## src/rtl/pwrseq_pkg.sv

```systemverilog
// Package: state encoding shared by the sequencer and its bench-visible output.
// Assumes a 4-bit state field; the numeric values are part of the interface.
package pwrseq_pkg;
    typedef enum logic [3:0] {
        ST_G3     = 4'd0,
        ST_S5     = 4'd1,
        ST_S3     = 4'd2,
        ST_S0     = 4'd3,
        ST_G3S5   = 4'd4,
        ST_PREP   = 4'd5,
        ST_PULSE  = 4'd6,
        ST_PGWAIT = 4'd7,
        ST_WDWAIT = 4'd8,
        ST_S3S5   = 4'd9,
        ST_S5G3   = 4'd10,
        ST_S0S3   = 4'd11
    } pwr_state_e;
endpackage

```

## src/rtl/pwrseq_tick_timer.sv

```systemverilog
// Module: saturating count of millisecond ticks since the last clear.
// Assumes clr is high for the cycle in which a new state is entered.
module pwrseq_tick_timer #(
    parameter int CNT_W = 4
) (
    input  logic             clk,
    input  logic             rst_n,
    input  logic             ms_tick,
    input  logic             clr,
    output logic [CNT_W-1:0] cnt
);
    // Count ticks, restart on clear, hold at the top value.
    always_ff @(posedge clk) begin
        if (!rst_n)
            cnt <= '0;
        else if (clr)
            cnt <= '0;
        else if (ms_tick && (cnt != {CNT_W{1'b1}}))
            cnt <= cnt + 1'b1;
    end
endmodule

```

## src/rtl/pwrseq_fsm.sv

```systemverilog
// Module: power state machine with its control flags and registered outputs.
// Assumes cnt counts ticks since the current state was entered (cleared via
// tmr_clr) and that every limit fits in CNT_W bits.
module pwrseq_fsm
    import pwrseq_pkg::*;
#(
    parameter int PULSE_MS    = 50,
    parameter int PG_WAIT_MS  = 300,
    parameter int WDT_WAIT_MS = 100,
    parameter int CNT_W       = 9
) (
    input  logic             clk,
    input  logic             rst_n,
    input  logic             pmic_pgood,
    input  logic             ap_suspend,
    input  logic             ap_wdt_n,
    input  logic             boot_req,
    input  logic             force_off_req,
    input  logic             pwr_btn_held,
    input  logic [CNT_W-1:0] cnt,
    output logic             tmr_clr,
    output logic [3:0]       state_o,
    output logic             pmic_en_n,
    output logic             sys_rst_n,
    output logic             pmic_wdt_n,
    output logic             wdt_mask
);
    localparam logic [CNT_W-1:0] LIM_PULSE = CNT_W'(PULSE_MS);
    localparam logic [CNT_W-1:0] LIM_PG    = CNT_W'(PG_WAIT_MS);
    localparam logic [CNT_W-1:0] LIM_WDT   = CNT_W'(WDT_WAIT_MS);

    pwr_state_e state_q, state_d;
    logic forcing_q, forcing_d;   // forced shutdown pending
    logic retry_q, retry_d;       // one retry left in power-up
    logic ap_off_q, ap_off_d;     // PMIC dropped rails on its own
    logic hold_q, hold_d;         // long-press hold of the PMIC enable
    logic rel_q, rel_d;           // system reset released
    logic mask_q, mask_d;         // watchdog line masked
    logic pwdt_q, pwdt_d;         // PMIC watchdog override (active low)

    // Next state and flag updates for every state.
    always_comb begin
        state_d   = state_q;
        forcing_d = forcing_q | force_off_req;
        retry_d   = retry_q;
        ap_off_d  = ap_off_q;
        hold_d    = hold_q;
        rel_d     = rel_q;
        mask_d    = mask_q;
        pwdt_d    = pwdt_q;
        case (state_q)
            ST_G3: begin
                if (pmic_pgood)    state_d = ST_S5G3;
                else if (boot_req) state_d = ST_G3S5;
            end
            ST_G3S5: begin
                forcing_d = force_off_req;
                state_d   = ST_S5;
            end
            ST_S5: begin
                if (ap_off_q) begin
                    ap_off_d = 1'b0;
                    state_d  = ST_S5G3;
                end else if (!forcing_q) begin
                    retry_d = 1'b1;
                    hold_d  = 1'b0;
                    pwdt_d  = 1'b1;
                    state_d = ST_PREP;
                end else if (!pmic_pgood) begin
                    hold_d  = 1'b0;
                    state_d = ST_S5G3;
                end else begin
                    hold_d = 1'b1;
                end
            end
            ST_PREP: begin
                if (pmic_pgood)             state_d = ST_PGWAIT;
                else if (cnt >= LIM_PULSE)  state_d = ST_PULSE;
            end
            ST_PULSE: begin
                if (cnt >= LIM_PULSE) state_d = ST_PGWAIT;
            end
            ST_PGWAIT: begin
                if (pmic_pgood) begin
                    rel_d   = 1'b1;
                    mask_d  = 1'b0;
                    state_d = ST_WDWAIT;
                end else if (cnt >= LIM_PG) begin
                    retry_d = 1'b0;
                    state_d = retry_q ? ST_PREP : ST_S5G3;
                end
            end
            ST_WDWAIT: begin
                if (ap_wdt_n) begin
                    state_d = ST_S3;
                end else if (cnt >= LIM_WDT) begin
                    retry_d = 1'b0;
                    state_d = retry_q ? ST_PREP : ST_S5G3;
                end
            end
            ST_S3: begin
                if (!pmic_pgood || forcing_q) begin
                    ap_off_d = !pmic_pgood;
                    rel_d    = 1'b0;
                    state_d  = ST_S3S5;
                end else if (!ap_suspend) begin
                    state_d = ST_S0;
                end
            end
            ST_S0: begin
                if (!pmic_pgood || forcing_q || ap_suspend) state_d = ST_S0S3;
            end
            ST_S0S3: begin
                if (pwr_btn_held) forcing_d = 1'b1;
                state_d = ST_S3;
            end
            ST_S3S5: begin
                if (!ap_wdt_n) begin
                    mask_d  = 1'b1;
                    state_d = ST_S5;
                end else if (cnt >= LIM_WDT) begin
                    pwdt_d  = 1'b0;
                    mask_d  = 1'b1;
                    state_d = ST_S5;
                end
            end
            ST_S5G3: begin
                hold_d  = 1'b0;
                rel_d   = 1'b0;
                mask_d  = 1'b1;
                state_d = pmic_pgood ? ST_S5 : ST_G3;
            end
            default: state_d = ST_G3;
        endcase
    end

    // State and flag registers; start state follows power-good at reset.
    always_ff @(posedge clk) begin
        if (!rst_n) begin
            state_q   <= pmic_pgood ? ST_S5 : ST_G3;
            forcing_q <= 1'b0;
            retry_q   <= 1'b0;
            ap_off_q  <= 1'b0;
            hold_q    <= 1'b0;
            rel_q     <= 1'b0;
            mask_q    <= 1'b1;
            pwdt_q    <= 1'b1;
        end else begin
            state_q   <= state_d;
            forcing_q <= forcing_d;
            retry_q   <= retry_d;
            ap_off_q  <= ap_off_d;
            hold_q    <= hold_d;
            rel_q     <= rel_d;
            mask_q    <= mask_d;
            pwdt_q    <= pwdt_d;
        end
    end

    // Output mapping: the key is pressed during the pulse or the long hold.
    always_comb begin
        tmr_clr    = (state_d != state_q);
        state_o    = state_q;
        pmic_en_n  = !((state_q == ST_PULSE) || hold_q);
        sys_rst_n  = rel_q;
        pmic_wdt_n = pwdt_q;
        wdt_mask   = mask_q;
    end


    off_outputs_chk: assert property (@(posedge clk) disable iff (!rst_n)
        (state_q == ST_G3) |-> (wdt_mask && !sys_rst_n));


    pulse_exit_chk: assert property (@(posedge clk) disable iff (!rst_n)
        (state_q == ST_PULSE) |=> (state_q == ST_PULSE || state_q == ST_PGWAIT));


    giveup_chk: assert property (@(posedge clk) disable iff (!rst_n)
        (state_q == ST_PGWAIT && !pmic_pgood && cnt >= LIM_PG && !retry_q)
        |=> (state_q == ST_S5G3));


    s3_released_chk: assert property (@(posedge clk) disable iff (!rst_n)
        (state_q == ST_S3) |-> (sys_rst_n && !wdt_mask));


    s0_exit_chk: assert property (@(posedge clk) disable iff (!rst_n)
        (state_q == ST_S0 && ap_suspend) |=> (state_q == ST_S0S3));


    force_hold_chk: assert property (@(posedge clk) disable iff (!rst_n)
        (state_q == ST_S5 && forcing_q && !ap_off_q && pmic_pgood)
        |=> (state_q == ST_S5 && !pmic_en_n));


    s5g3_back_chk: assert property (@(posedge clk) disable iff (!rst_n)
        (state_q == ST_S5G3 && pmic_pgood) |=> (state_q == ST_S5));
endmodule

```

## src/rtl/pwr_state_seq.sv

```systemverilog
// Module: top of the power sequencer; ties the tick timer to the state machine.
// Assumes ms_tick is a single-cycle strobe and all inputs are synchronous.
module pwr_state_seq #(
    parameter int PULSE_MS    = 50,
    parameter int PG_WAIT_MS  = 300,
    parameter int WDT_WAIT_MS = 100
) (
    input  logic       clk,
    input  logic       rst_n,
    input  logic       ms_tick,
    input  logic       pmic_pgood,
    input  logic       ap_suspend,
    input  logic       ap_wdt_n,
    input  logic       boot_req,
    input  logic       force_off_req,
    input  logic       pwr_btn_held,
    output logic       pmic_en_n,
    output logic       sys_rst_n,
    output logic       pmic_wdt_n,
    output logic       wdt_mask,
    output logic [3:0] state_o
);
    localparam int MAX_A  = (PULSE_MS > PG_WAIT_MS) ? PULSE_MS : PG_WAIT_MS;
    localparam int MAX_MS = (MAX_A > WDT_WAIT_MS) ? MAX_A : WDT_WAIT_MS;
    localparam int CNT_W  = $clog2(MAX_MS + 1);

    logic [CNT_W-1:0] cnt;
    logic             tmr_clr;

    pwrseq_tick_timer #(.CNT_W(CNT_W)) u_timer (
        .clk     (clk),
        .rst_n   (rst_n),
        .ms_tick (ms_tick),
        .clr     (tmr_clr),
        .cnt     (cnt)
    );

    pwrseq_fsm #(
        .PULSE_MS    (PULSE_MS),
        .PG_WAIT_MS  (PG_WAIT_MS),
        .WDT_WAIT_MS (WDT_WAIT_MS),
        .CNT_W       (CNT_W)
    ) u_fsm (
        .clk           (clk),
        .rst_n         (rst_n),
        .pmic_pgood    (pmic_pgood),
        .ap_suspend    (ap_suspend),
        .ap_wdt_n      (ap_wdt_n),
        .boot_req      (boot_req),
        .force_off_req (force_off_req),
        .pwr_btn_held  (pwr_btn_held),
        .cnt           (cnt),
        .tmr_clr       (tmr_clr),
        .state_o       (state_o),
        .pmic_en_n     (pmic_en_n),
        .sys_rst_n     (sys_rst_n),
        .pmic_wdt_n    (pmic_wdt_n),
        .wdt_mask      (wdt_mask)
    );
endmodule

```

## config.mk

```make
export PLATFORM = sky130hd
export DESIGN_NAME = pwr_state_seq
export DESIGN_NICKNAME = d
export VERILOG_FILES = /design/src/rtl/pwrseq_pkg.sv /design/src/rtl/pwrseq_tick_timer.sv /design/src/rtl/pwrseq_fsm.sv /design/src/rtl/pwr_state_seq.sv
export SDC_FILE = /design/constraint.sdc
export NUM_CORES = 1
export LEC_CHECK = 0
export ABC_AREA = 0
export BUFFER_PORTS_ARGS = -buffer_cell sky130_fd_sc_hd__buf_2
export CAP_MARGIN = 15
export CORE_ASPECT_RATIO = 0.8
export CORE_UTILIZATION = 50
export DETAILED_ROUTE_END_ITERATION = 16
export GPL_TIMING_DRIVEN = 0
export PLACE_DENSITY = 0.74
export SLEW_MARGIN = 20
export SYNTH_ARGS = -nofsm -noshare
export SYNTH_HDL_FRONTEND = slang
export SYNTH_SLANG_ARGS = --single-unit
```

## constraint.sdc

```tcl
create_clock -name clk -period 2.9 [get_ports clk]
set_input_delay 0.145 -clock clk [delete_from_list [all_inputs] [get_ports clk]]
set_output_delay 0.145 -clock clk [all_outputs]
set_load 0.02 [all_outputs]
```

==> results.md <==
Die:
- The core region is 0.00289 mm^2.
- The die covers 0.00340 mm^2.
- Once the floorplan was initialized, standard cells occupied 54.8% of the core.
- The number of primary I/O pins is 17.
- The die height is 52.4 um.
- The chip width is 65.0 um.
- Row generation in the floorplan step produced 17 rows.

Power and ir drop:
- The worst-case IR drop observed on VDD is 0.423 mV.
- For this design the total switching power over the nets is 0.000736 W.
- In this run switching power makes up 48.0% of total power.
- The part of the total power dissipated in combinational logic is 62.2%.
- The post-layout total power is 0.00153 W.
- The sequential share of power is 24.0%.
- The power density over the cells is 869 mW/mm^2.
- The leakage power is 0.643 nW.
- The portion of total power attributed to the clock network is 13.8%.
- The internal portion of the total power is 0.000796 W.

STA:
- The number of slew-limit violations in the final report was 0.
- On the final layout, the worst clock skew is 4.76 ps.
- The hold slack is 122 ps.
- Counting I/O delays and the setup requirement, the final critical path takes 2540 ps.
- Setup repair after global routing left no endpoint under its margin.
- Derived from the worst setup path, the maximum achievable clock frequency is 393 MHz.
- At the pin with the least slew margin, the transition time is 544 ps.
- Setup violations remaining at the end of the flow were counted as 0.
- The tightest slew margin relative to the limit is 63.6%.
- After routing, the total negative slack on setup checks comes to 0 ps.
- In the finished design, the share of the clock period the worst path needs comes to 87.6%.
- The hold violation total from the final report is 0.

Run:
- The tool flagged a number of max-cap violations equal to 0.

Route:
- The per-cell via count in the routed design is 6.05.
- After the first detailed-routing iteration, the DRC count stood at 60.
- The aggregate routed wire length is 3900 um.
- The first detailed-routing pass took 4 iterations.
- After detailed routing, the average wire length per cell comes to 14.8 um.
- The number of vias in the routed layout is 1597.
- The antenna violation net count after detailed routing is 0.
- For this run, design rule violations remaining after detail routing come to 0.

Yosys:
- The number of nets produced by synthesis is 219.
- The yosys synthesis warning count is 0.
- Synthesis produced 207 cells.
- The post-synthesis area per instance is 7.66 um^2.
- The post-synthesis register bit count is 20.
- The synthesized design contains 0 enable-type register cells.
- The share of async-settable or async-resettable flops after synthesis is 0%.
- The area of the mapped netlist is 0.00159 mm^2.
- The number of different library cells used by synthesis comes to 53.
- Among all flip-flop cells after synthesis, the most frequent one is sky130_fd_sc_hd__dfxtp_1.
- The sequential-to-total area share from yosys stat is 25.3%.

Cells and area:
- The net total in the final layout is 239.
- Summing all non-filler instances in the final layout gives an area of 0.00176 mm^2.
- The layout has 290 filler cells.
- From synthesis to final layout, the design area changed by 11.2%.
- Once layout is complete, the cells apart from fillers number 264.
- The final antenna diode count is 0.
- Cells with a size suffix above 1 make up 15.5% of the layout.

GRT:
- The number of antenna violations at the first check in global routing is 0.
- The number of global-route vias before repair is 1411.
- The aggregate global-route resource usage is 25.3%.
- The total overflow left after global routing is 0.
- The largest net degree at the start of global routing is 12.
- The first global-routing pass estimated 6520 um of wire.

Clock tree:
- Buffers inserted to repair hold after CTS numbered 0.
- Post-CTS repair changed the size of 0 cells.
- Buffers inserted during clock tree synthesis total 3.
- The clock drives 20 sinks.
- The CTS root buffer is sky130_fd_sc_hd__clkbuf_8.
- The maximum clock insertion buffer count is 2.
- Clock latency on the worst-skew pair, taken at its later pin, is 260 ps.
- TritonCTS built the clock tree.
- CTS built an H-tree with a depth of 1.
- Clock-pin slew was measured on the worst setup and hold paths at 70 ps.
- Post-CTS timing repair inserted 0 buffers for setup.

Placement:
- After legalization and detailed placement, the total HPWL measured 2920 um.
- The placed standard-cell area is 0.00171 mm^2.
- After detailed placement, the design holds a cell count of 260.
- During placement, the flow inserted port buffers numbering 15.
- The final estimated routing congestion in global placement is 0.920.

Critical path:
- Setup slack on the worst reg-to-reg path comes out at 360 ps.
- Data arrives at the worst endpoint at 2710 ps.
- The largest fanout on the critical path is 10.
- The worst setup path is captured at a flip-flop.
- The worst setup path is of the reg -> reg kind.
- STA classifies the critical path startpoint as a flip-flop.
- The required time of the critical path is 3070 ps.

Status:
- The flow ran to the end, and the final reports show no timing, DRC or antenna violations.

Worst hold path:
- In this run the worst hold path is classified as in -> reg.
synth_stat cells, drive strengths merged, types with 2 or more instances:
cell type / n / area (um^2)
or4b: 2 / 23.8
a21oi: 10 / 53.8
clkbuf: 10 / 37.5
nand2b: 6 / 37.5
a211oi: 2 / 15.0
inv: 9 / 33.8
mux2i: 3 / 30.0
buf: 5 / 33.8
nor2b: 7 / 43.8
ha: 3 / 37.5
xnor2: 7 / 61.3
nand3b: 3 / 22.5
nand4: 5 / 31.3
o31ai: 2 / 15.0
a31oi: 4 / 25.0
nor2: 20 / 75.1
o31a: 6 / 52.6
nor4: 2 / 12.5
nor3: 17 / 85.1
nor4b: 2 / 30.0
nand2: 22 / 82.6
o311ai: 2 / 35.0
a21boi: 2 / 15.0
dfxtp: 20 / 400
xor2: 2 / 17.5
o21ai: 10 / 50.1
and3: 3 / 18.8
layout make-up:
| class | instances | area, um^2 | share of cell area, % |
|---|---|---|---|
| plain buffers | 15 | 71.3 | 4.05 |
| clock buffers | 4 | 55.1 | 3.12 |
| inverters | 9 | 33.8 | 1.92 |
| multi-input cells | 163 | 1080 | 61.2 |
| flip-flops and latches | 20 | 400 | 22.7 |
| well taps | 38 | 47.5 | 2.70 |
| repair buffers | 15 | 75.1 | 4.26 |
power groups by stage:
stage | combinational [W] | clock, W | sequential, W
after CTS | 0.000934 | 0.000216 | 0.000368
after global placement | 0.000926 | 0 | 0.000374
after floorplan | 0.000682 | 0 | 0.000402
final | 0.000953 | 0.000211 | 0.000368
after global routing | 0.00104 | 0.000226 | 0.000376
after detailed placement | 0.000927 | 0 | 0.000374
placed cells by master, fill, tap and decap left out, types with 7 or more instances in the layout:
| cell | count |
|---|---|
| sky130_fd_sc_hd__a21oi_1 | 9 |
| sky130_fd_sc_hd__buf_2 | 18 |
| sky130_fd_sc_hd__clkbuf_1 | 10 |
| sky130_fd_sc_hd__dfxtp_1 | 20 |
| sky130_fd_sc_hd__inv_1 | 9 |
| sky130_fd_sc_hd__nand2_1 | 22 |
| sky130_fd_sc_hd__nor2_1 | 20 |
| sky130_fd_sc_hd__nor2b_1 | 7 |
| sky130_fd_sc_hd__nor3_1 | 17 |
| sky130_fd_sc_hd__o21ai_0 | 10 |
| sky130_fd_sc_hd__xnor2_1 | 7 |
kinds of logic (layout without fill, tap and decap cells):
family | after synthesis | count (layout) | share of synthesized area (%)
multiplexers | 4 | 4 | 2.60
adder cells (fa/ha/maj) | 3 | 3 | 2.37
XOR/XNOR | 9 | 9 | 4.97
buffers and inverters | 24 | 43 | 6.63
AO/OA/AOI/OAI | 50 | 50 | 25.0
flip-flops | 20 | 20 | 25.3
AND/OR/NAND/NOR | 97 | 97 | 33.1
worst max-delay path: stages (launching register included):
cell,delay (ps)
sky130_fd_sc_hd__dfxtp_1,390
sky130_fd_sc_hd__buf_2,220
sky130_fd_sc_hd__clkbuf_1,420
sky130_fd_sc_hd__a21oi_1,170
sky130_fd_sc_hd__a221oi_2,340
sky130_fd_sc_hd__a211oi_1,80
sky130_fd_sc_hd__o2bb2ai_1,210
sky130_fd_sc_hd__o211ai_2,270
sky130_fd_sc_hd__nor4b_2,340
stage by stage:
stage	worst slack (ps)	utilization (%)
floorplan	627	-
global placement	496	59.0
detailed placement	437	59.0
CTS	396	60.9
global route	191	60.9
finish	359	60.9
metal layers:
metal	share of wire (%)	global-route usage (%)
met1	49	36.0
met2	39	35.6
met3	10	7.83
met4	1.6	8.15
met5	0	0
path summary, 6_finish.rpt:
check,depth (start not counted),startpoint,end
worst max-delay path,8,u_fsm.state_o[0],u_timer.cnt[8]
worst min-delay path,2,force_off_req,u_fsm.forcing_q
worst max register to register,8,u_fsm.state_o[0],u_timer.cnt[8]
worst min register to register,2,u_fsm.hold_q,u_fsm.hold_q
registers in the layout, indices dropped and copies added, names as in the netlist:
| signal | flops |
|---|---|
| u_fsm.forcing_q | 1 |
| u_fsm.state_o | 4 |
| u_fsm.retry_q | 1 |
| u_fsm.wdt_mask | 1 |
| u_fsm.sys_rst_n | 1 |
| u_fsm.ap_off_q | 1 |
| u_fsm.hold_q | 1 |
| u_timer.cnt | 9 |
| u_fsm.pmic_wdt_n | 1 |
Note: power is estimated with default switching activity, not from simulation.
